**config.mk**
```make
export PLATFORM = sky130hd
export DESIGN_NAME = shared_ram_bridge
export DESIGN_NICKNAME = d
export VERILOG_FILES = /design/src/rtl/srb_pkg.sv /design/src/rtl/srb_host_regs.sv /design/src/rtl/srb_cpu_decode.sv /design/src/rtl/srb_ram_arb.sv /design/src/rtl/shared_ram_bridge.sv
export SDC_FILE = /design/constraint.sdc
export NUM_CORES = 1
export LEC_CHECK = 0
export ABC_CLOCK_PERIOD_IN_PS = 4100
export BUFFER_PORTS_ARGS = -buffer_cell sky130_fd_sc_hd__buf_4
export CAP_MARGIN = 5
export CORE_AREA = 2 2 74 112
export CTS_BUF_LIST = sky130_fd_sc_hd__clkbuf_2
export CTS_CLUSTER_SIZE = 40
export DETAILED_ROUTE_END_ITERATION = 8
export DIE_AREA = 0 0 76 114
export GPL_TIMING_DRIVEN = 1
export SETUP_SLACK_MARGIN = 0.02
export SLEW_MARGIN = 20
export SYNTH_ARGS = -nofsm -noshare
export SYNTH_HDL_FRONTEND = slang
export SYNTH_SLANG_ARGS = --single-unit
```
**constraint.sdc**
```tcl
create_clock -name clk -period 4.1 [get_ports clk]
set_input_delay 0.205 -clock clk [delete_from_list [all_inputs] [get_ports clk]]
set_output_delay 0.205 -clock clk [all_outputs]
set_load 0.1 [all_outputs]
```
**src/rtl/srb_pkg.sv**
```systemverilog
package srb_pkg;

    typedef struct packed {
        logic       hold;
        logic       win_en;
        logic [5:0] bank;
    } ctrl_t;

    localparam ctrl_t CTRL_RESET = '{hold: 1'b1, win_en: 1'b0, bank: 6'd0};

    typedef enum logic {
        CPU_RAM = 1'b0,
        CPU_IO  = 1'b1
    } cpu_region_e;

    localparam logic [3:0] IO_REGION_TAG = 4'hF;

    function automatic cpu_region_e region_of(input logic [3:0] top);
        return (top == IO_REGION_TAG) ? CPU_IO : CPU_RAM;
    endfunction

    // even host byte -> upper lane
    function automatic logic [1:0] host_lane_be(input logic a0);
        return a0 ? 2'b01 : 2'b10;
    endfunction

    function automatic logic [7:0] pick_lane(input logic [15:0] w, input logic a0);
        return a0 ? w[7:0] : w[15:8];
    endfunction

endpackage

```
**src/rtl/srb_host_regs.sv**
```systemverilog
module srb_host_regs
    import srb_pkg::*;
#(
    parameter int               IO_AW        = 10,
    parameter logic [IO_AW-1:0] CTRL_IO_ADDR = 10'h300,
    parameter logic [IO_AW-1:0] STAT_IO_ADDR = 10'h301
) (
    input  logic             clk,
    input  logic             rst,
    input  logic [IO_AW-1:0] io_addr,
    input  logic             io_wr,
    input  logic             io_rd,
    input  logic [7:0]       io_wdata,
    input  logic             stat_we,
    input  logic [7:0]       stat_wdata,
    output ctrl_t            ctrl,
    output logic [7:0]       status,
    output logic [7:0]       io_rdata,
    output logic             io_rdata_oe
);

    logic hit_ctrl;
    logic hit_stat;

    assign hit_ctrl = (io_addr == CTRL_IO_ADDR);
    assign hit_stat = (io_addr == STAT_IO_ADDR);

    always_ff @(posedge clk) begin
        if (rst) begin
            ctrl        <= CTRL_RESET;
            status      <= 8'h00;
            io_rdata    <= 8'h00;
            io_rdata_oe <= 1'b0;
        end else begin
            if (io_wr && hit_ctrl)
                ctrl <= ctrl_t'(io_wdata);
            if (stat_we)
                status <= stat_wdata;
            io_rdata_oe <= 1'b0;
            if (io_rd && hit_ctrl) begin
                io_rdata    <= ctrl;
                io_rdata_oe <= 1'b1;
            end else if (io_rd && hit_stat) begin
                io_rdata    <= status;
                io_rdata_oe <= 1'b1;
            end
        end
    end

endmodule

```
**src/rtl/srb_cpu_decode.sv**
```systemverilog
module srb_cpu_decode
    import srb_pkg::*;
#(
    parameter int RAW = 19
) (
    input  logic [23:1]    cpu_addr,
    input  logic           cpu_as,
    input  logic           cpu_rw,
    input  logic           cpu_uds,
    input  logic           cpu_lds,
    input  logic [15:0]    cpu_wdata,
    input  logic           grant,
    output logic           ram_req,
    output logic           ram_wr,
    output logic [RAW-1:0] ram_word,
    output logic [1:0]     ram_be,
    output logic           io_acc,
    output logic           stat_we,
    output logic [7:0]     stat_wdata
);

    cpu_region_e region;
    logic        live;

    assign region     = region_of(cpu_addr[23:20]);
    assign live       = cpu_as && grant;
    assign ram_req    = live && (region == CPU_RAM);
    assign ram_wr     = ram_req && !cpu_rw;
    assign ram_word   = cpu_addr[RAW:1];
    assign ram_be     = {cpu_uds, cpu_lds};
    assign io_acc     = live && (region == CPU_IO);
    assign stat_we    = io_acc && !cpu_rw && cpu_lds;
    assign stat_wdata = cpu_wdata[7:0];

endmodule

```
**src/rtl/srb_ram_arb.sv**
```systemverilog
module srb_ram_arb
    import srb_pkg::*;
#(
    parameter int          BANK_BITS = 4,
    parameter int          RAW       = 15 + BANK_BITS,
    parameter logic [19:0] WIN_BASE  = 20'hD0000
) (
    input  logic           clk,
    input  logic           rst,
    input  ctrl_t          ctrl,
    input  logic [7:0]     status,
    input  logic [19:0]    host_addr,
    input  logic           host_wr,
    input  logic           host_rd,
    input  logic [7:0]     host_wdata,
    output logic [7:0]     host_rdata,
    output logic           host_rdata_oe,
    input  logic           cpu_ram_req,
    input  logic           cpu_ram_wr,
    input  logic [RAW-1:0] cpu_word,
    input  logic [1:0]     cpu_be,
    input  logic [15:0]    cpu_wdata,
    input  logic           cpu_io_acc,
    output logic [15:0]    cpu_rdata,
    output logic           cpu_dtack,
    output logic           ram_en,
    output logic           ram_we,
    output logic [RAW-1:0] ram_addr,
    output logic [1:0]     ram_be,
    output logic [15:0]    ram_wdata,
    input  logic [15:0]    ram_rdata
);

    logic host_go;
    logic hrd_q;
    logic lane_q;
    logic ack_q;
    logic io_q;

    assign host_go = (host_addr[19:16] == WIN_BASE[19:16]) && ctrl.win_en && ctrl.hold;

    always_comb begin
        if (ctrl.hold) begin
            ram_en    = host_go && (host_wr || host_rd);
            ram_we    = host_go && host_wr;
            ram_addr  = {ctrl.bank[BANK_BITS-1:0], host_addr[15:1]};
            ram_be    = host_lane_be(host_addr[0]);
            ram_wdata = {host_wdata, host_wdata};
        end else begin
            ram_en    = cpu_ram_req;
            ram_we    = cpu_ram_wr;
            ram_addr  = cpu_word;
            ram_be    = cpu_be;
            ram_wdata = cpu_wdata;
        end
    end

    always_ff @(posedge clk) begin
        if (rst) begin
            hrd_q  <= 1'b0;
            lane_q <= 1'b0;
            ack_q  <= 1'b0;
            io_q   <= 1'b0;
        end else begin
            hrd_q  <= host_go && host_rd && !host_wr;
            lane_q <= host_addr[0];
            ack_q  <= cpu_ram_req || cpu_io_acc;
            io_q   <= cpu_io_acc;
        end
    end

    assign host_rdata_oe = hrd_q;
    assign host_rdata    = hrd_q ? pick_lane(ram_rdata, lane_q) : 8'h00;
    assign cpu_dtack     = ack_q;
    assign cpu_rdata     = io_q  ? {8'h00, status} :
                           ack_q ? ram_rdata : 16'h0000;

endmodule

```
**src/rtl/shared_ram_bridge.sv**
```systemverilog
module shared_ram_bridge
    import srb_pkg::*;
#(
    parameter int               BANK_BITS    = 4,
    parameter logic [19:0]      WIN_BASE     = 20'hD0000,
    parameter int               IO_AW        = 10,
    parameter logic [IO_AW-1:0] CTRL_IO_ADDR = 10'h300,
    parameter logic [IO_AW-1:0] STAT_IO_ADDR = 10'h301,
    localparam int              RAW          = 15 + BANK_BITS
) (
    input  logic             clk,
    input  logic             rst,
    input  logic [19:0]      host_mem_addr,
    input  logic             host_mem_wr,
    input  logic             host_mem_rd,
    input  logic [7:0]       host_mem_wdata,
    output logic [7:0]       host_mem_rdata,
    output logic             host_mem_rdata_oe,
    input  logic [IO_AW-1:0] host_io_addr,
    input  logic             host_io_wr,
    input  logic             host_io_rd,
    input  logic [7:0]       host_io_wdata,
    output logic [7:0]       host_io_rdata,
    output logic             host_io_rdata_oe,
    input  logic [23:1]      cpu_addr,
    input  logic             cpu_as,
    input  logic             cpu_rw,
    input  logic             cpu_uds,
    input  logic             cpu_lds,
    input  logic [15:0]      cpu_wdata,
    output logic [15:0]      cpu_rdata,
    output logic             cpu_dtack,
    output logic             cpu_reset_n,
    output logic             ram_en,
    output logic             ram_we,
    output logic [RAW-1:0]   ram_addr,
    output logic [1:0]       ram_be,
    output logic [15:0]      ram_wdata,
    input  logic [15:0]      ram_rdata
);

    ctrl_t          ctrl_q;
    logic [7:0]     status_q;
    logic           stat_we;
    logic [7:0]     stat_wdata;
    logic           c_ram_req;
    logic           c_ram_wr;
    logic [RAW-1:0] c_word;
    logic [1:0]     c_be;
    logic           c_io_acc;

    assign cpu_reset_n = !ctrl_q.hold;

    srb_host_regs #(
        .IO_AW(IO_AW), .CTRL_IO_ADDR(CTRL_IO_ADDR), .STAT_IO_ADDR(STAT_IO_ADDR)
    ) u_regs (
        .clk(clk), .rst(rst),
        .io_addr(host_io_addr), .io_wr(host_io_wr), .io_rd(host_io_rd),
        .io_wdata(host_io_wdata), .stat_we(stat_we), .stat_wdata(stat_wdata),
        .ctrl(ctrl_q), .status(status_q),
        .io_rdata(host_io_rdata), .io_rdata_oe(host_io_rdata_oe)
    );

    srb_cpu_decode #(.RAW(RAW)) u_dec (
        .cpu_addr(cpu_addr), .cpu_as(cpu_as), .cpu_rw(cpu_rw),
        .cpu_uds(cpu_uds), .cpu_lds(cpu_lds), .cpu_wdata(cpu_wdata),
        .grant(!ctrl_q.hold),
        .ram_req(c_ram_req), .ram_wr(c_ram_wr), .ram_word(c_word), .ram_be(c_be),
        .io_acc(c_io_acc), .stat_we(stat_we), .stat_wdata(stat_wdata)
    );

    srb_ram_arb #(.BANK_BITS(BANK_BITS), .RAW(RAW), .WIN_BASE(WIN_BASE)) u_arb (
        .clk(clk), .rst(rst), .ctrl(ctrl_q), .status(status_q),
        .host_addr(host_mem_addr), .host_wr(host_mem_wr), .host_rd(host_mem_rd),
        .host_wdata(host_mem_wdata), .host_rdata(host_mem_rdata),
        .host_rdata_oe(host_mem_rdata_oe),
        .cpu_ram_req(c_ram_req), .cpu_ram_wr(c_ram_wr), .cpu_word(c_word),
        .cpu_be(c_be), .cpu_wdata(cpu_wdata), .cpu_io_acc(c_io_acc),
        .cpu_rdata(cpu_rdata), .cpu_dtack(cpu_dtack),
        .ram_en(ram_en), .ram_we(ram_we), .ram_addr(ram_addr), .ram_be(ram_be),
        .ram_wdata(ram_wdata), .ram_rdata(ram_rdata)
    );

endmodule

```
======== Word level (Yosys, flattened, before mapping) ========
Index checks and enable logic that the tools add are counted.
storage, ports and cells
  bits in registers ....................... 29
  logic and storage cells ................. 51
cells by class
  equal/unequal tests ..................... 4
  mux-type cells .......................... 15
  bitwise operators ....................... 1
  reduce and logical (&&, ||, !) cells .... 21
operators by type and width
  operator                               count
  2-to-1 mux 16 bit                      3
  2-to-1 mux 8 bit                       4
  == test 10 bit, second input constant  2
  2-to-1 mux 19 bit                      1
  logical AND 1 bit                      15
  == test 4 bit, second input constant   2
  2-to-1 mux 1 bit                       5
  2-to-1 mux 2 bit                       2
  logical NOT 1 bit                      3
  logical OR 1 bit                       2
  nonzero test 2 bit                     1
  NOT 1 bit                              1

======== Longest topological paths before layout ========
Gate-level depths: netlist (run 1).
  word-level depth ........................ 6
  gate-level depth with buffers ........... 4

======== Hierarchy ========
Synthesis (run 1) repeated with hierarchy kept, for this count alone.
unflattened totals
  cell total of the unflattened synthesis .. 278
  area, all modules ....................... 2374.8 um^2
by module, submodules not included
  module             instances  cells each  area each (um^2)  sequential area each (um^2)
  srb_host_regs      1          120         1203.7            500.5
  srb_ram_arb        1          120         899.6             80.1
  srb_cpu_decode     1          37          267.8             0.0
  shared_ram_bridge  1          1           3.8               0.0

======== Worst setup path after synthesis (run 1) ========
No wires, ideal clock.
  kind .................................... register to output
  start ................................... register, netlist name u_regs.ctrl[7]
  end ..................................... output port ram_be[1]
  arrival time ............................ 3.451 ns
  data required time ...................... 3.895 ns
  setup slack ............................. 0.444 ns
  stages on the path, launching flop included .. 4
  buffers on the path ..................... 1
  cells stage by stage .................... dfxtp_1 -> buf_1 -> inv_1 -> o21ai_0
on the way
  cells in the longest elaborated chain, start to end .. 1
RTL lines
  element           RTL line                 source
  2-to-1 mux 2 bit  srb_ram_arb.sv:43        if (ctrl.hold) begin
  end: declaration  shared_ram_bridge.sv:37  output logic [1:0] ram_be,
No other way between the ends.

======== Final worst setup path (run 1) ========
  start ................................... register, netlist name u_regs.ctrl[7]
  end ..................................... output port ram_en
on the way
  cells in the longest elaborated chain, start to end .. 4
  elaborated cells on any way between the ends .. 6
  those cells by class .................... 1 x mux; 5 x reduce/logical
RTL lines
  element               RTL line                 source
  logical NOT 1 bit     shared_ram_bridge.sv:67  .grant(!ctrl_q.hold),
  logical AND 1 bit     srb_cpu_decode.sv:26     assign live = cpu_as && grant;
  logical AND 1 bit     srb_cpu_decode.sv:27     assign ram_req = live && (region == CPU_RAM);
  2-to-1 mux 1 bit (*)  srb_ram_arb.sv:43
  end: declaration      shared_ram_bridge.sv:34  output logic ram_en,
Mark *: on every way between the ends. The rest lies on a longest branch, timed or not.

==> results.ini, run 1 <==
[status]
outcome = complete, no violations

[clock_network]
cts_buffer_depth = 2
ctsHoldBuffers = 0
cts_tree = done
post_cts_resize_count = 0
clkTransAtPathRegs_ns = 0.17
clk_latency_ns = 0.38
root_buffer = clkbuf_2
post_cts_buffers = 0
numCtsBuffers = 5
cts_num_sinks = 29
cts_max_level = 2

[detailed_routing]
firstDrtPassIters = 4
wl_mm = 7.60
drtIter0Drc = 38
ant_nets = 0
drc = 0
num_vias = 2454
viasPerCell = 4.58
wl_per_cell_um = 14.2

[sta]
rsz0062_at_grt = no
drv_slew = 0
final.setup_skew_ns = 0.0186
setup_viol = 0
setup_tns_ns = 0
slew_headroom_pct = 37.1
worstMarginPinSlew_ns = 0.943
period_needed_ns = 2.38
fmax_mhz = 420
hold_violations = 0
post-route-period-util_pct = 58.0
setup_slack_ns = 1.72

[floorplan]
placeableCoreArea_um2 = 7760
rows = 40
die_area_um2 = 8660
io_pins = 186
die_w_um = 76
die_y_um = 114
start_util_pct = 27.1

[layout]
drive_gt1_share_pct = 54.5
nNetsFinal = 541
area_growth_pct = 72.7
diodes = 0
mostFrequentLayoutCell = buf_4
final_cell_mix = buf_4 (185), o21ai_0 (35), dfxtp_1 (28)

[yosys]
synth_fa_ha_area_share_pct = 0
synth_area_leaders = dfxtp_1 (28%), mux2_2 (11%), o21ai_0 (8.3%), mux2i_1 (7.6%), mux2_4 (5.7%)
synthXorXnorAreaFrac_pct = 0
synthSimpleGateAreaFrac_pct = 26.3
yosysTopAreaCell = dfxtp_1
synth_top_family_by_area = simple AND/OR/NAND/NOR gates
ys_seq_area_share_pct = 27.6
synth_compound_area_share_pct = 15.3
synth_area_um2 = 2110
syn_area_per_cell_um2 = 8.29
synthCells = 254
ys_ff_latch = 29
netlist.area_leader.share_pct = 27.6
ys_types = 30
synth_mux_area_share_pct = 24.0
syn_nets = 365
ys_warn_count = 0

[flow_run]
maxCapViolCount = 0

[setup_path]
crit_chain = nand3_1 -> o21ai_0 -> buf_4
worstPathArrival_ns = 2.17
worstPathRequired_ns = 3.89
path_class = flip-flop to output port
crit_path_start_kind = flip-flop
cp-end-kind = output port
ff2ff_path_depth = 2
max_stage_delay_ns = 0.98
worst-path-buf-inv = 1
cp_num_cells = 3
cp_slowest_cell = dfxtp_2
critPathTopFamily = flip-flops
path_max_fanout = 51

[global_route]
grt_overflow = 0
grt_start_max_net_pins = 52
antenna_found_initial = 0
grt_pass1_wl_mm = 12.2
grt_pass1_vias = 2462
grt_use_total_pct = 17.3

[power_and_ir_drop]
ir_drop_v = 0.000151
p_leak_nw = 1.76
powerDensity_nw_per_um2 = 214

[placement]
hpwl_mm = 6.16
place_congestion = 0.806
post-place-ws_ns = 2.03
io_buffer_count = 185

[min_path]
hold_depth = 3
hold_class = primary input to flip-flop

-- tightest hold or removal path: cells and delay by family --
kind	cells	cell delay (ns)
buffers and inverters	1	0.12
and+or+nand+nor	1	0.06
AOI/OAI and AO/OA	1	0.05
-- registers in the layout (all words and copies together) (netlist names) --
signal	count
u_arb.host_rdata_oe	1
u_regs.status	8
u_regs.io_rdata_oe	1
u_arb.io_q	1
u_regs.ctrl	8
u_regs.io_rdata	8
u_arb.lane_q	1
u_arb.cpu_dtack	1
-- cell families after synthesis --
family	Yosys count
AO/OA/AOI/OAI	59
buffers and inverters	36
flip-flops	29
multiplexers	44
AND/OR/NAND/NOR	86
-- final timing paths --
check                                      endpoint            from  slack, ns
worst min register to register       u_regs.ctrl[4]  u_regs.ctrl[4]       0.48
worst min-delay path               u_regs.status[2]    cpu_wdata[2]       0.07
worst max register to register  u_arb.host_rdata_oe  u_regs.ctrl[7]       2.25
worst max-delay path                         ram_en  u_regs.ctrl[7]       1.72
-- metal layers --
layer | global-route usage [%] | share of wire [%]
met1 | 19.7 | 40
met2 | 31.5 | 52
met3 | 4.19 | 6.0
met4 | 5.58 | 1.7
met5 | 0 | 0
-- layout make-up --
cell class | instances | area, µm²
clock buffer | 5 | 25.0
sequential | 29 | 582
timing repair buffer | 186 | 1400
multi-input combinational | 189 | 1390
inverter | 19 | 71.3
tap | 105 | 131
clock inverter | 3 | 41.3
fill | 792 | 4120
-- cell usage after synthesis, drive strengths merged --
| master | n |
|---|---|
| o21ai | 35 |
| dfxtp | 29 |
| mux2 | 28 |
| inv | 19 |
| nor2b | 18 |
| a21oi | 16 |
| mux2i | 16 |
| nand2b | 14 |
| clkbuf | 13 |
| nand2 | 11 |
| nand3 | 10 |
| and2 | 9 |
| or3b | 9 |
| a22o | 7 |
| buf | 4 |
| nor2 | 4 |
| nand4bb | 2 |
| or4 | 2 |
| and4 | 1 |
| and4b | 1 |
| nand4 | 1 |
| nor3 | 1 |
| nor3b | 1 |
| nor4b | 1 |
| nor4bb | 1 |
| o22ai | 1 |
-- power by group --
part	switching (W)	internal, W
Sequential	0.00000209	0.000283
Combinational	0.000179	0.000108
Clock	0.000108	0.000101
Total	0.000289	0.000491
-- stage by stage --
stage,power [W],utilization [%],instance area [µm²],std cells,hold slack [ns]
6_report,0.000780,46.9,3640,536,0.0664
5_1_grt,0.000813,46.9,3640,536,0.0243
4_1_cts,0.000784,46.7,3620,535,0.00534
3_5_place_dp,0.000577,45.8,3550,527,0.434
3_3_place_gp,0.000575,45.8,3550,527,0.433
2_1_floorplan,0.000456,-,2110,254,0.282
(Power assumes the default switching activity.)
==> run 2, diff against run 1 <==
--- a/config.mk
+++ b/config.mk
@@ -5,7 +5,7 @@
 export SDC_FILE = /design/constraint.sdc
 export NUM_CORES = 1
 export LEC_CHECK = 0
-export ABC_CLOCK_PERIOD_IN_PS = 4100
+export ABC_CLOCK_PERIOD_IN_PS = 2100
 export BUFFER_PORTS_ARGS = -buffer_cell sky130_fd_sc_hd__buf_4
 export CAP_MARGIN = 5
 export CORE_AREA = 2 2 74 112
==> constraint.sdc (replaced) <==
create_clock -name clk -period 2.1 [get_ports clk]
set_input_delay 0.105 -clock clk [delete_from_list [all_inputs] [get_ports clk]]
set_output_delay 0.105 -clock clk [all_outputs]
set_load 0.1 [all_outputs]
==> results.ini, run 2 (synthesis gave the netlist of run 1 again) <==
[layout]
utilization_pct = 49.7  ; +2.9 points
mostFrequentLayoutCell = buf_4
area_growth_pct = 83.2
multi_input_area_um2 = 1530  ; +10%
diodes = 0  ; unchanged
drive_gt1_share_pct = 62.4  ; +7.8 points
nNetsFinal = 552  ; +2.0%
reg_top3 = u_regs.ctrl (8), u_regs.io_rdata (8), u_regs.status (8)
regArea_um2 = 583  ; +0.22%
nFillCells = 774  ; -2.3%
final_cell_mix = buf_4 (189), dfxtp_1 (27), o21ai_0 (20), mux2_2 (20), inv_1 (18)

[detailed_routing]
viasPerCell = 4.63  ; +1.1%
drc = 0  ; unchanged
drtIter0Drc = 59  ; +55%
ant_nets = 0  ; unchanged
firstDrtPassIters = 4  ; unchanged
num_vias = 2528  ; +3.0%
wl_per_cell_um = 13.9  ; -1.7%
wl_mm = 7.60  ; +0.11%

[setup_path]
crit_path_start_kind = flip-flop
critPathTopFamily = flip-flops
max_stage_delay_ns = 0.63  ; -0.35 ns
ff2ff_path_depth = 2  ; unchanged
cp_slowest_cell = dfxtp_2
cp_num_cells = 3  ; unchanged
cp-end-kind = output port
path_common_cell = buf_4
worstPathArrival_ns = 1.84  ; -0.33 ns
path_class = flip-flop to output port
path_max_fanout = 18  ; -65%
worstPathRequired_ns = 2.00  ; -1.89 ns
r2r_start = u_regs.ctrl[7]
worst-path-buf-inv = 2  ; +1
r2r_slack_ns = 0.58  ; -1.67 ns
r2r-end = u_arb.host_rdata_oe
crit_chain = buf_4 -> mux2_2 -> buf_4

[clock_network]
cts_tree = done
clk_latency_ns = 0.34  ; -0.04 ns
numCtsBuffers = 5  ; unchanged
clkTransAtPathRegs_ns = 0.13  ; -0.04 ns
root_buffer = clkbuf_2
post_cts_buffers = 0  ; unchanged
cts_num_sinks = 29  ; unchanged
cts_buffer_depth = 2  ; unchanged
cts_max_level = 2  ; unchanged

[sta]
fmax_mhz = 514
setup_tns_ns = 0  ; unchanged
worstMarginPinSlew_ns = 0.502  ; -0.441 ns
final.setup_skew_ns = 0.0117  ; -0.00690 ns
hold_violations = 0  ; unchanged
drv_slew = 0  ; unchanged
period_needed_ns = 1.94
post-route-period-util_pct = 92.6
slew_headroom_pct = 66.4  ; +29 points
fin_hold_ws_ns = 0.0284  ; -0.0380 ns
setup_viol = 0  ; unchanged
rsz0062_at_grt = no

[floorplan]
start_util_pct = 27.1  ; unchanged
die_w_um = 76  ; unchanged
die_area_um2 = 8660  ; unchanged
rows = 40  ; unchanged
die_y_um = 114  ; unchanged
io_pins = 186  ; unchanged
placeableCoreArea_um2 = 7760  ; unchanged

[placement]
hpwl_mm = 6.25  ; +1.4%
io_buffer_count = 185  ; unchanged
place_congestion = 0.809  ; +0.40%

[power_and_ir_drop]
powerDensity_nw_per_um2 = 364  ; +70%
combinationalPowerShare_pct = 41.8  ; +5.1 points
p_seq_share_pct = 39.6  ; +3.1 points
switching_power_w = 0.000552  ; +91%
intPower_w = 0.000852  ; +73%
switching_share_pct = 39.3  ; +2.3 points
power_frac_clock_pct = 18.6  ; -8.2 points
ir_drop_v = 0.000262  ; +73%
p_leak_nw = 1.83  ; +3.6%

[min_path]
hold_end = u_regs.ctrl[3]
hold_depth = 3  ; unchanged
hold_class = primary input to flip-flop
worstHoldStart = host_io_wdata[3]

[global_route]
antenna_found_initial = 0  ; unchanged
grtUsageMet2_pct = 32.7  ; +1.1 points
grt_start_max_net_pins = 45  ; -13%
gr-usage-met1_pct = 16.7  ; -3.1 points
grt_pass1_vias = 2350  ; -4.5%
met3_usage_pct = 3.80  ; -0.40 points
grt_pass1_wl_mm = 11.5  ; -5.7%
grt-busiest-layer = met2
grt_use_total_pct = 16.4  ; -0.86 points
grt_overflow = 0  ; unchanged

[status]
outcome = complete, no violations

[flow_run]
maxCapViolCount = 0  ; unchanged

[run 2: cell types whose count changed in the layout (fill, tap and decap cells not counted), sizes merged]
| cell | delta |
|---|---|
| dlygate4sd3 | +6 |
| buf | +5 |
| inv | -1 |
| clkbuf | +1 |
| bufinv | -1 |
[run 2: power groups by stage]
stage	combinational, W	sequential, W	clock, W
finish	0.000587	0.000555	0.000262
CTS	0.000590	0.000555	0.000275
floorplan	0.000343	0.000564	0
global placement	0.000573	0.000567	0
detailed placement	0.000578	0.000567	0
global route	0.000614	0.000556	0.000298
[run 2: through the flow]
stage | cell area, µm² | setup slack [ns] | power, W | std cells
final | 3860 | 0.156 | 0.00140 | 546
after global routing | 3860 | 0.0302 | 0.00147 | 546
after CTS | 3860 | 0.0879 | 0.00142 | 546
after detailed placement | 3750 | 0.341 | 0.00114 | 532
after global placement | 3750 | 0.371 | 0.00114 | 532
after floorplan | 2250 | -0.669 | 0.000907 | 254
[run 2: routing by layer]
layer / part of all wire [%] / routed length [µm]
met2: 55 / 4170
met3: 8.1 / 615
met4: 1.7 / 131
met1: 35 / 2690
met5: 0 / 0
[run 2: final cells by class]
class	instances	area share [%]
Tap cell	105	3.40
Timing Repair Buffer	197	39.1
Clock inverter	1	0.0973
Multi-Input combinational cell	189	39.6
Sequential cell	29	15.1
Inverter	19	1.95
Clock buffer	6	0.778
[run 2: how the worst max path moves through the flow]
stage                     slack [ns]            start                  to
after floorplan                -0.67   u_regs.ctrl[7]        ram_wdata[0]
after global placement          0.37  host_io_addr[3]  u_regs.io_rdata[7]
after detailed placement        0.34       u_arb.io_q       cpu_rdata[13]
after CTS                       0.09   u_regs.ctrl[7]         ram_addr[5]
after global routing            0.03   u_regs.ctrl[7]         ram_addr[5]
final                           0.16   u_regs.ctrl[7]         ram_addr[5]
[run 2: what timing repair did]
action                     in CTS  in global routing
hold buffers                    7                  0
hold endpoints to repair        7                  0
gates resized for setup         1                  0
setup endpoints to repair      15                  0
[run 2: worst reg2reg max path, cell delays in order (launching register included)]
cell,delay [ns]
dfxtp_2,0.63
nand3_1,0.28
nor4b_1,0.49
